[config.mk]
export PLATFORM = sky130hd
export DESIGN_NAME = gpio_typed_irq
export DESIGN_NICKNAME = d
export VERILOG_FILES = /design/src/rtl/gpio_irq_pkg.sv /design/src/rtl/gpio_sync.sv /design/src/rtl/gpio_event_det.sv /design/src/rtl/gpio_typed_irq.sv
export SDC_FILE = /design/constraint.sdc
export NUM_CORES = 1
export LEC_CHECK = 0
export BUFFER_PORTS_ARGS = -buffer_cell sky130_fd_sc_hd__buf_2
export CAP_MARGIN = 10
export CORE_UTILIZATION = 45
export CTS_BUF_LIST = sky130_fd_sc_hd__clkbuf_8 sky130_fd_sc_hd__clkbuf_16
export DETAILED_ROUTE_END_ITERATION = 16
export HOLD_SLACK_MARGIN = 0.08
export PLACE_DENSITY = 0.77
export RECOVER_POWER = 25
export SLEW_MARGIN = 20
export SYNTH_ARGS = -nofsm -noshare
export SYNTH_HDL_FRONTEND = slang
export SYNTH_HIERARCHICAL = 1
export SYNTH_SLANG_ARGS = --single-unit
export TNS_END_PERCENT = 30
[constraint.sdc]
create_clock -name clk -period 2.39 [get_ports clk]
set_input_delay 0.239 -clock clk [delete_from_list [all_inputs] [get_ports clk]]
set_output_delay 0.239 -clock clk [all_outputs]
set_load 0.05 [all_outputs]
[src/rtl/gpio_irq_pkg.sv]
package gpio_irq_pkg;
    typedef enum logic [2:0] {
        MODE_HIGH = 3'd0,
        MODE_LOW  = 3'd1,
        MODE_RISE = 3'd2,
        MODE_FALL = 3'd3,
        MODE_ANY  = 3'd4,
        MODE_RSV5 = 3'd5,
        MODE_RSV6 = 3'd6,
        MODE_RSV7 = 3'd7
    } trig_mode_e;

    localparam int MODE_W        = 3;
    localparam int PINS_PER_TREG = 8;
    localparam int OFF_DOUT      = 'h00;
    localparam int OFF_DIR       = 'h04;
    localparam int OFF_DIN       = 'h08;
    localparam int OFF_STAT      = 'h0C;
    localparam int OFF_TYPE0     = 'h10;
endpackage

[src/rtl/gpio_sync.sv]
module gpio_sync #(
    parameter int WIDTH = 16
) (
    input  logic             clk,
    input  logic             rst_n,
    input  logic [WIDTH-1:0] async_i,
    output logic [WIDTH-1:0] sync_o
);
    logic [WIDTH-1:0] meta_q;
    logic [WIDTH-1:0] sync_q;

    always_ff @(posedge clk or negedge rst_n) begin
        if (!rst_n) begin
            meta_q <= '0;
            sync_q <= '0;
        end else begin
            meta_q <= async_i;
            sync_q <= meta_q;
        end
    end

    assign sync_o = sync_q;
endmodule

[src/rtl/gpio_event_det.sv]
module gpio_event_det
    import gpio_irq_pkg::*;
(
    input  logic       clk,
    input  logic       rst_n,
    input  logic       sample_i,
    input  logic       enable_i,
    input  trig_mode_e mode_i,
    input  logic       clr_i,
    output logic       status_o
);
    logic prev_q;
    logic status_q;
    logic raw_hit;
    logic hit;

    always_ff @(posedge clk or negedge rst_n) begin
        if (!rst_n) prev_q <= 1'b0;
        else        prev_q <= sample_i;
    end

    always_comb begin
        raw_hit = 1'b0;
        unique case (mode_i)
            MODE_HIGH: raw_hit = sample_i;
            MODE_LOW:  raw_hit = ~sample_i;
            MODE_RISE: raw_hit = sample_i & ~prev_q;
            MODE_FALL: raw_hit = ~sample_i & prev_q;
            MODE_ANY:  raw_hit = sample_i ^ prev_q;
            MODE_RSV5, MODE_RSV6, MODE_RSV7: raw_hit = 1'b0;
        endcase
        hit = raw_hit & enable_i;
    end

    always_ff @(posedge clk or negedge rst_n) begin
        if (!rst_n) status_q <= 1'b0;
        else        status_q <= (status_q & ~clr_i) | hit;
    end

    assign status_o = status_q;

    p_hit_wins_r7: assert property (@(posedge clk) disable iff (!rst_n)
        hit |=> status_o);
    p_w1c_r7: assert property (@(posedge clk) disable iff (!rst_n)
        (clr_i && !hit) |=> !status_o);
    p_sticky_r6: assert property (@(posedge clk) disable iff (!rst_n)
        (status_o && !clr_i) |=> status_o);
    p_rsv_quiet_r8: assert property (@(posedge clk) disable iff (!rst_n)
        ((mode_i inside {MODE_RSV5, MODE_RSV6, MODE_RSV7}) && !status_o) |=> !status_o);
    p_out_blocked_r9: assert property (@(posedge clk) disable iff (!rst_n)
        (!enable_i && !status_o) |=> !status_o);
endmodule

[src/rtl/gpio_typed_irq.sv]
module gpio_typed_irq
    import gpio_irq_pkg::*;
#(
    parameter int NUM_PINS = 16,
    parameter int ADDR_W   = 8,
    parameter int DATA_W   = 32
) (
    input  logic              clk,
    input  logic              rst_n,
    input  logic              reg_we,
    input  logic [ADDR_W-1:0] reg_addr,
    input  logic [DATA_W-1:0] reg_wdata,
    output logic [DATA_W-1:0] reg_rdata,
    input  logic [NUM_PINS-1:0] pin_in,
    output logic [NUM_PINS-1:0] pin_out,
    output logic [NUM_PINS-1:0] pin_oe,
    output logic [NUM_PINS-1:0] pin_irq
);
    localparam int NUM_TREGS = (NUM_PINS + PINS_PER_TREG - 1) / PINS_PER_TREG;
    localparam logic [ADDR_W-1:0] A_DOUT = ADDR_W'(OFF_DOUT);
    localparam logic [ADDR_W-1:0] A_DIR  = ADDR_W'(OFF_DIR);
    localparam logic [ADDR_W-1:0] A_DIN  = ADDR_W'(OFF_DIN);
    localparam logic [ADDR_W-1:0] A_STAT = ADDR_W'(OFF_STAT);

    logic [NUM_PINS-1:0]             dout_q;
    logic [NUM_PINS-1:0]             dir_q;
    logic [NUM_PINS-1:0]             din_sync;
    logic [NUM_PINS-1:0]             stat_w;
    logic [NUM_PINS-1:0]             stat_clr;
    logic [NUM_PINS-1:0][MODE_W-1:0] mode_flat;

    always_ff @(posedge clk or negedge rst_n) begin
        if (!rst_n) begin
            dout_q <= '0;
            dir_q  <= '1;
        end else if (reg_we) begin
            if (reg_addr == A_DOUT) dout_q <= reg_wdata[NUM_PINS-1:0];
            if (reg_addr == A_DIR)  dir_q  <= reg_wdata[NUM_PINS-1:0];
        end
    end

    assign stat_clr = (reg_we && reg_addr == A_STAT) ? reg_wdata[NUM_PINS-1:0] : '0;

    gpio_sync #(.WIDTH(NUM_PINS)) u_sync (
        .clk    (clk),
        .rst_n  (rst_n),
        .async_i(pin_in),
        .sync_o (din_sync)
    );

    for (genvar p = 0; p < NUM_PINS; p++) begin : g_pin
        localparam int TREG = p / PINS_PER_TREG;
        localparam int SLOT = p % PINS_PER_TREG;
        localparam logic [ADDR_W-1:0] A_TYPE = ADDR_W'(OFF_TYPE0 + 4 * TREG);
        trig_mode_e mode_q;

        always_ff @(posedge clk or negedge rst_n) begin
            if (!rst_n)
                mode_q <= MODE_HIGH;
            else if (reg_we && reg_addr == A_TYPE)
                mode_q <= trig_mode_e'(reg_wdata[MODE_W*SLOT +: MODE_W]);
        end

        assign mode_flat[p] = mode_q;

        gpio_event_det u_det (
            .clk     (clk),
            .rst_n   (rst_n),
            .sample_i(din_sync[p]),
            .enable_i(dir_q[p]),
            .mode_i  (mode_q),
            .clr_i   (stat_clr[p]),
            .status_o(stat_w[p])
        );
    end

    always_comb begin
        reg_rdata = '0;
        case (reg_addr)
            A_DOUT:  reg_rdata[NUM_PINS-1:0] = dout_q;
            A_DIR:   reg_rdata[NUM_PINS-1:0] = dir_q;
            A_DIN:   reg_rdata[NUM_PINS-1:0] = din_sync;
            A_STAT:  reg_rdata[NUM_PINS-1:0] = stat_w;
            default: reg_rdata = '0;
        endcase
        for (int k = 0; k < NUM_TREGS; k++) begin
            if (reg_addr == ADDR_W'(OFF_TYPE0 + 4 * k)) begin
                for (int j = 0; j < PINS_PER_TREG; j++) begin
                    if (k * PINS_PER_TREG + j < NUM_PINS)
                        reg_rdata[MODE_W*j +: MODE_W] = mode_flat[k * PINS_PER_TREG + j];
                end
            end
        end
    end

    assign pin_out = dout_q;
    assign pin_oe  = ~dir_q;
    assign pin_irq = stat_w;

    p_dir_write_r2: assert property (@(posedge clk) disable iff (!rst_n)
        (reg_we && reg_addr == A_DIR) |=> (pin_oe == ~$past(reg_wdata[NUM_PINS-1:0])));
    p_dout_write_r2: assert property (@(posedge clk) disable iff (!rst_n)
        (reg_we && reg_addr == A_DOUT) |=> (pin_out == $past(reg_wdata[NUM_PINS-1:0])));
    p_stat_clear_r7: assert property (@(posedge clk) disable iff (!rst_n)
        (!reg_we || reg_addr != A_STAT) |=> ((pin_irq & $past(pin_irq)) == $past(pin_irq)));
endmodule

== Word-level counts from Yosys, hierarchy flattened ==
Cells that the tools add are included.

* Register bits: 144
* Input bits: 59
* Output and inout bits: 80
* Logic and storage cells: 372

* Equality and inequality tests: 117
* Muxes and demuxes: 20
* Bitwise logic cells: 145
* Reduce and logical (&&, ||, !) cells: 38

{| class="wikitable"
|+ Operators with widths
! operator !! number
|-
| $eq 3x3->1 const B || 64
|-
| $eq 3x2->1 const B || 32
|-
| $pmux 1 s6 || 16
|-
| $and 1x1->1 || 64
|-
| $pmux 16 s4 || 1
|-
| $eq 3x1->1 const B || 16
|-
| $logic_not 3->1 || 16
|-
| $mux 24 || 2
|-
| $not 1->1 || 48
|-
| $reduce_or 3->1 || 16
|-
| $eq 8x4->1 const B || 2
|-
| $eq 8x5->1 const B || 2
|-
| $mux 16 || 1
|-
| $not 16->16 || 1
|-
| $or 1x1->1 || 16
|-
| $xor 1x1->1 || 16
|-
| $eq 8x3->1 const B || 1
|-
| $logic_not 8->1 || 1
|-
| $reduce_and 2->1 || 2
|-
| $logic_and 1x1->1 || 3
|}

== Depth between registers and ports, before layout ==
Gate-level depths: netlist of the first run.

* Depth in word-level cells: 6
* Gate-level depth with buffers: 6
* Gate-level depth less buffers: 5

== Modules after synthesis ==
Netlist of the first run, hierarchy kept.

{| class="wikitable"
|+ By module, submodules not included
! module !! instances !! cells an instance !! area each (µm²) !! seq. area each (µm²)
|-
| gpio_typed_irq || 1 || 352 || 4544.4 || 2021.9
|-
| gpio_event_det || 16 || 16 || 145.1 || 50.0
|-
| gpio_sync || 1 || 32 || 800.8 || 800.8
|}

== Worst setup path before layout of the first run ==
Ideal clock, no wire load.

* Path kind: input-to-output
* From: input port reg_addr[5]
* To: output port reg_rdata[10]
* Arrival: 2.330 ns
* Data required time: 2.151 ns
* Setup slack: -0.179 ns
* Stages: 5
* Buffers on the path: 2
* Cells stage by stage: nor4_4 > buf_6 > clkbuf_1 > o21ai_0 > a221oi_1

* Word-level cells in the longest chain between the ends: 4
* Elaborated cells on any way between the ends: 9
* Classes of those cells: eq/ne (5); mux (3); reduce/logical (1)

{| class="wikitable"
|+ Ends and longest elaborated chain
! item !! line !! text
|-
| start, declared || gpio_typed_irq.sv:11 || <nowiki>input logic [ADDR_W-1:0] reg_addr,</nowiki>
|-
| $eq 8x4->1, or another cell as far along || gpio_typed_irq.sv:79 || <nowiki>case (reg_addr)</nowiki>
|-
| $pmux 16 s4 || gpio_typed_irq.sv:79 ||
|-
| $mux 24 || gpio_typed_irq.sv:87 || <nowiki>if (reg_addr == ADDR_W'(OFF_TYPE0 + 4 * k)) begin</nowiki>
|-
| $mux 24 * || gpio_typed_irq.sv:87 ||
|-
| end, declared || gpio_typed_irq.sv:13 || <nowiki>output logic [DATA_W-1:0] reg_rdata,</nowiki>
|}

Mark *: on every way between the ends. The rest lies on a longest branch, timed or not.

== Worst setup path in the final report of the first run ==
* From: register dir_q[4]
* To: output port reg_rdata[4]

* Word-level cells in the longest chain between the ends: 3

{| class="wikitable"
|+ Ends and longest elaborated chain
! item !! line !! text
|-
| start, declared || gpio_typed_irq.sv:26 || <nowiki>logic [NUM_PINS-1:0] dir_q;</nowiki>
|-
| start signal, assigned || gpio_typed_irq.sv:38 || <nowiki>if (reg_addr == A_DIR) dir_q <= reg_wdata[NUM_PINS-1:0];</nowiki>
|-
| $pmux 16 s4 || gpio_typed_irq.sv:79 ||
|-
| $mux 24 (2 in series) || gpio_typed_irq.sv:87 ||
|}

Every way passes these cells.

==> flow_summary.toml, run 1 <==
[status]
outcome = "completed"

[layout]
final_area_um2 = 9530
nNetsFinal = 890
n_fill_cell = 1391
drive_above_1_share = 0.382
multi_input_area_um2 = 3640
diodes = 0
seq_area_um2 = 3620
syn_to_final_growth_pct = 24.3

[routing]
detail_route.iter0.violations = 249
viasPerCell = 5.27
detail_route.wl_per_cell_um = 17.5
drt-total-wl_um = 18000
vias = 5442
first_pass_iters = 4
drc = 0
ant_nets = 0

[sta]
maxSlewHeadroom = 0.275
period_needed_ps = 2270
skew_ps = 8.20
max_freq_mhz = 440
drv_slew = 0
min_period_over_period = 0.951
tightest_slew_ps = 1090
finalSetupTns_ps = 0
finalHoldViolations = 0
setup_violations = 0
rsz0062_at_grt = "false"

[worst_setup_path]
crit_path_end_kind = "output port"
path_cells = "mux2_2 -> o21ai_0 -> a221oi_1 -> buf_2"
critPathMaxFanout = 5
crit_cells = 4
start_kind = "register"
cp_num_buf_inv = 1
cp_slowest_cell = "dfstp_2"
path_class = "register to output port"
r2r_cells = 5
crit_family = "flip-flops"
slowest_delay_ps = 580
worst_ep_required_time_ps = 2150
worstPathArrival_ps = 2040

[min_path]
holdCritPathClass = "input port to register"
holdPathStages = 2

[cts]
clockBufferDepth = 2
clock-sinks = 144
clk-insertion-delay-late_ps = 430
root_buffer = "clkbuf_16"
clkTransAtPathRegs_ps = 60
h-tree-depth = 4
post-cts-setup-buffers = 0
cts_buffers = 17
cts_tree = "built"

[logic_synthesis]
synth-compound-area-share = 0.0574
synth-xor-area-share = 0
synth_fa_ha_area_frac = 0.0522
synth_area_per_cell_um2 = 12.0
ys_top_cells_by_area = "dfrtp_1 (42%), mux2_2 (11%), mux2_4 (7.8%)"
synth.distinct_cells = 33
yosysTopAreaCell = "dfrtp_1"
synth_top_family_by_area = "multiplexers"
async_flop_share = 1.00
ys_seq_elements = 144
synthMuxAreaShare = 0.236
synth_area_um2 = 7670
synthSimpleGateAreaFrac = 0.121
synth_top_flop_cell = "dfrtp_1"
ys_seq_area_frac = 0.473
synth_top_area_frac = 0.418
synth_cells = 640
yosysWarnings = 6
synth-edff-count = 0

[global_route]
grt_pass1_vias = 5467
grt-ovfl-total = 0
track_usage = 0.218
grt_busiest_layer = "met2"
grt_pass1_wl_um = 29300
met3_usage = 0.0475
grtUsageMet1 = 0.275
grt_max_degree = 75
met2_usage = 0.361
antenna_found_initial = 0

[floorplan]
rows = 47
ioPinCount = 139
coreArea_um2 = 16600
start_util = 0.462
die_h_um = 133
die_x_um = 133
die_area_um2 = 17600

[power]
p_per_area_nw_per_um2 = 673
ir_drop_mv = 0.491
leakagePower_nw = 4.61

[place]
gp_congestion = 0.799
port_buffers = 122
placed_cell_area_um2 = 8620
dp_hpwl_um = 12300

[flow_run]
max_cap_viol_count = 0
==> sequential cells by signal, indices dropped and copies added (netlist names) <==
signal and cells:
u_sync/meta_q 16, dir_q 16, u_sync/sync_o 16, g_pin.u_det/prev_q 16
pin_out 16, g_pin.u_det/status_o 16, g_pin.mode_q 48
==> layout make-up <==
cell class,count,share of cell area
clock inverters,10,0.0189
repair buffers,167,0.114
flip-flops and latches,144,0.380
inverters,64,0.0252
well taps,220,0.0289
clock buffers,22,0.0518
multi-input cells,405,0.382
==> metal layers <==
layer | routed length (um) | part of all wire
met1 | 7840 | 0.43
met3 | 754 | 0.042
met4 | 411 | 0.023
met2 | 9030 | 0.50
met5 | 0 | 0
==> worst register-to-register path: stages, from the launching register on <==
cell and delay [ps]:
dfrtp_1 430, inv_1 70, ha_1 270, nor2b_1 40, nor3_1 210, o221ai_1 150
==> repair_timing <==
action,in CTS,in global routing
hold buffers,25,0
resized for setup,0,0
endpoints found under the hold margin,74,0
==> placed cells by master, fill, tap and decap left out, types with 2 or more instances in the layout <==
master         instances
dfrtp_1              128
buf_2                118
mux2_2                72
inv_1                 65
mux2i_1               40
mux2_4                40
nor2b_1               33
o21ai_0               32
ha_1                  32
dlygate4sd3_1         25
nand3_1               17
clkbuf_16             17
and2_1                16
dfstp_2               16
nor3_1                16
nand3b_1              16
nand2_1               16
or3_1                 16
o221ai_1              16
buf_4                 14
a221oi_1              12
nor2_1                 9
conb_1                 8
buf_12                 6
clkbuf_8               5
bufinv_16              5
a221oi_2               4
clkbuf_1               3
clkinv_2               2
==> cell families (layout without fill, tap and decap cells) <==
logic type / count (synthesis) / count (layout)
mux: 152 / 152
simple gates: 149 / 149
flops: 144 / 144
buf+inv: 98 / 263
compound gates: 64 / 64
fa+ha+maj: 32 / 32
other cells: 1 / 8
==> per-stage QoR <==
step           power [mW]  setup WS (ps)  hold WS [ps]  cells  utilization
2_1_floorplan        3.18           -179         -56.6    647            -
3_3_place_gp         3.42            342           179    975        0.520
3_5_place_dp         3.44            314           179    975        0.520
4_1_cts              6.47            141          98.5   1032        0.575
5_1_grt              6.64           81.1           107   1032        0.575
6_report             6.42            116           108   1032        0.575
==> path summary, 6_finish.rpt <==
path	from	end	slack, ps
min	reg_wdata[14]	dir_q[14]$_DFFE_PN1P_	110
min reg2reg	u_sync/meta_q[10]$_DFF_PN0_	u_sync/sync_o[10]$_DFF_PN0_	350
max reg2reg	u_sync/sync_o[7]$_DFF_PN0_	g_pin[7].u_det/status_o$_DFF_PN0_	1090
max	dir_q[4]$_DFFE_PN1P_	reg_rdata[4]	120
min in group asynchronous	rst_n	u_sync/meta_q[12]$_DFF_PN0_	550
max in group asynchronous	rst_n	dir_q[2]$_DFFE_PN1P_	810
==> power breakdown <==
group	switching (mW)	internal, mW
clock network	1.00	1.98
registers	0.128	2.57
logic	0.435	0.296
total	1.57	4.85
==> Yosys cell counts, drive strengths merged, types with 9 or more instances <==
master and n:
o21ai 32, nand3b 16, ha 32, and2 16
dfrtp 128, inv 64, nand3 17, o221ai 16
dfstp 16, clkbuf 9, mux2 112, a221oi 16
nor2 9, nor3 17, or3 16, buf 25
nor2b 33, nand2 16, mux2i 40
(Power assumes the default switching activity.)
==> inputs of run 2 (changes only) <==
--- a/config.mk
+++ b/config.mk
@@ -7,6 +7,7 @@
 export LEC_CHECK = 0
 export BUFFER_PORTS_ARGS = -buffer_cell sky130_fd_sc_hd__buf_2
 export CAP_MARGIN = 10
+export CORE_MARGIN = 2
 export CORE_UTILIZATION = 45
 export CTS_BUF_LIST = sky130_fd_sc_hd__clkbuf_8 sky130_fd_sc_hd__clkbuf_16
 export DETAILED_ROUTE_END_ITERATION = 16
==> flow_summary.toml, run 2 (synthesis gave the netlist of run 1 again) <==
[status]
outcome = "complete, but fails checks"
violations = "max-capacitance violations"

[worst_setup_path]
r2r_cells = 5
worstPathArrival_ps = 1950
cp_num_buf_inv = 1
r2r_start = "u_sync/sync_o[1]$_DFF_PN0_"
slowest_delay_ps = 570
path_class = "register to output port"
start_kind = "register"
cp_slowest_cell = "dfstp_2"
crit_family = "flip-flops"
crit_path_end_kind = "output port"
critPathMaxFanout = 5
ff2ff_setup_slack_ps = 1020
worst_ep_required_time_ps = 2150
r2r_end = "g_pin[1].u_det/status_o$_DFF_PN0_"
path_cells = "mux2_2 -> o21ai_0 -> a221oi_1 -> buf_2"

[sta]
min_period_over_period = 0.918
tightest_slew_ps = 1500
finalHoldViolations = 0
maxSlewHeadroom = 0.000359
hold_ws_ps = 103
rsz0062_at_grt = "false"
drv_slew = 0
skew_ps = 8.14
max_freq_mhz = 456
period_needed_ps = 2190
setup_violations = 0

[layout]
nNetsFinal = 890
utilization = 0.567
largest_reg_flops = 48
layout_common_cells = "dfrtp_1 (128), buf_2 (119), mux2_2 (72)"
layout_commonest_cell = "dfrtp_1"
drive_above_1_share = 0.384
syn_to_final_growth_pct = 23.2
final_area_um2 = 9440
max_flop_register = "g_pin.mode_q"

[place]
port_buffers = 122
placed_cell_area_um2 = 8590
dp_hpwl_um = 12500
gp_congestion = 0.821

[cts]
root_buffer = "clkbuf_16"
clock-sinks = 144
clkTransAtPathRegs_ps = 70
h-tree-depth = 4
clk-insertion-delay-late_ps = 430
cts_buffers = 17
post-cts-setup-buffers = 0
cts_tree = "built"
cts_resized = 0
postCtsHoldBufs = 25
clockBufferDepth = 2

[min_path]
holdPathStages = 2
min_to = "g_pin[12].mode_q[0]$_DFFE_PN0P_"
holdCritPathClass = "input port to register"
worstHoldStart = "reg_wdata[12]"

[global_route]
grt-ovfl-total = 0
antenna_found_initial = 1
track_usage = 0.217
grt_pass1_wl_um = 30400
grt_pass1_vias = 5727
grt_max_degree = 60

[routing]
vias = 5543
ant_nets = 0
drc = 0
drt-total-wl_um = 18500
first_pass_iters = 4
viasPerCell = 5.37
detail_route.wl_per_cell_um = 17.9
detail_route.iter0.violations = 264

[floorplan]
rows = 47
ioPinCount = 139
die_h_um = 135
die_x_um = 135
die_area_um2 = 18100
coreArea_um2 = 16600
start_util = 0.461

[power]
ir_drop_mv = 0.530
leakagePower_nw = 4.56
p_per_area_nw_per_um2 = 649

[flow_run]
max_cap_viol_count = 1
run 2: how the worst max path moves through the flow:
stage                                     from                       to  slack [ps]  cells past startpoint
final                     dir_q[7]$_DFFE_PN1P_             reg_rdata[7]         200                      4
after global routing      dir_q[7]$_DFFE_PN1P_             reg_rdata[7]          60                      4
after CTS                 dir_q[4]$_DFFE_PN1P_             reg_rdata[4]         180                      4
after detailed placement           reg_addr[5]  pin_out[13]$_DFFE_PN0P_         410                      6
after global placement             reg_addr[5]  pin_out[11]$_DFFE_PN0P_         420                      6
after floorplan                    reg_addr[5]            reg_rdata[14]        -180                      5
run 2: cell type report:
type | instances | area (um2)
Fill cell | 1354 | 7200
Multi-Input combinational cell | 405 | 3640
Sequential cell | 144 | 3620
Timing Repair Buffer | 167 | 1060
Clock buffer | 19 | 453
Tap cell | 220 | 275
Inverter | 64 | 240
Clock inverter | 13 | 153
Antenna cell | 1 | 2.50
run 2: power breakdown:
group / switching, mW / leakage [nW] / internal, mW
Sequential: 0.130 / 1.75 / 2.57
Combinational: 0.436 / 2.52 / 0.293
Clock: 1.09 / 0.292 / 1.61
Total: 1.65 / 4.56 / 4.47
run 2: stage by stage:
| step | power, mW | TNS [ps] | worst slack (ps) | std cells |
|---|---|---|---|---|
| final | 6.13 | 0 | 196 | 1033 |
| after CTS | 6.17 | 0 | 183 | 1032 |
| after detailed placement | 3.44 | 0 | 407 | 975 |
| after floorplan | 3.18 | -1310 | -179 | 647 |
| after global placement | 3.42 | 0 | 424 | 975 |
| after global routing | 6.35 | 0 | 60.5 | 1032 |
run 2: layer usage:
layer  GRT usage  part of all wire
met1       0.290              0.44
met2       0.354              0.49
met3      0.0428             0.049
met4      0.0801             0.018
met5           0                 0
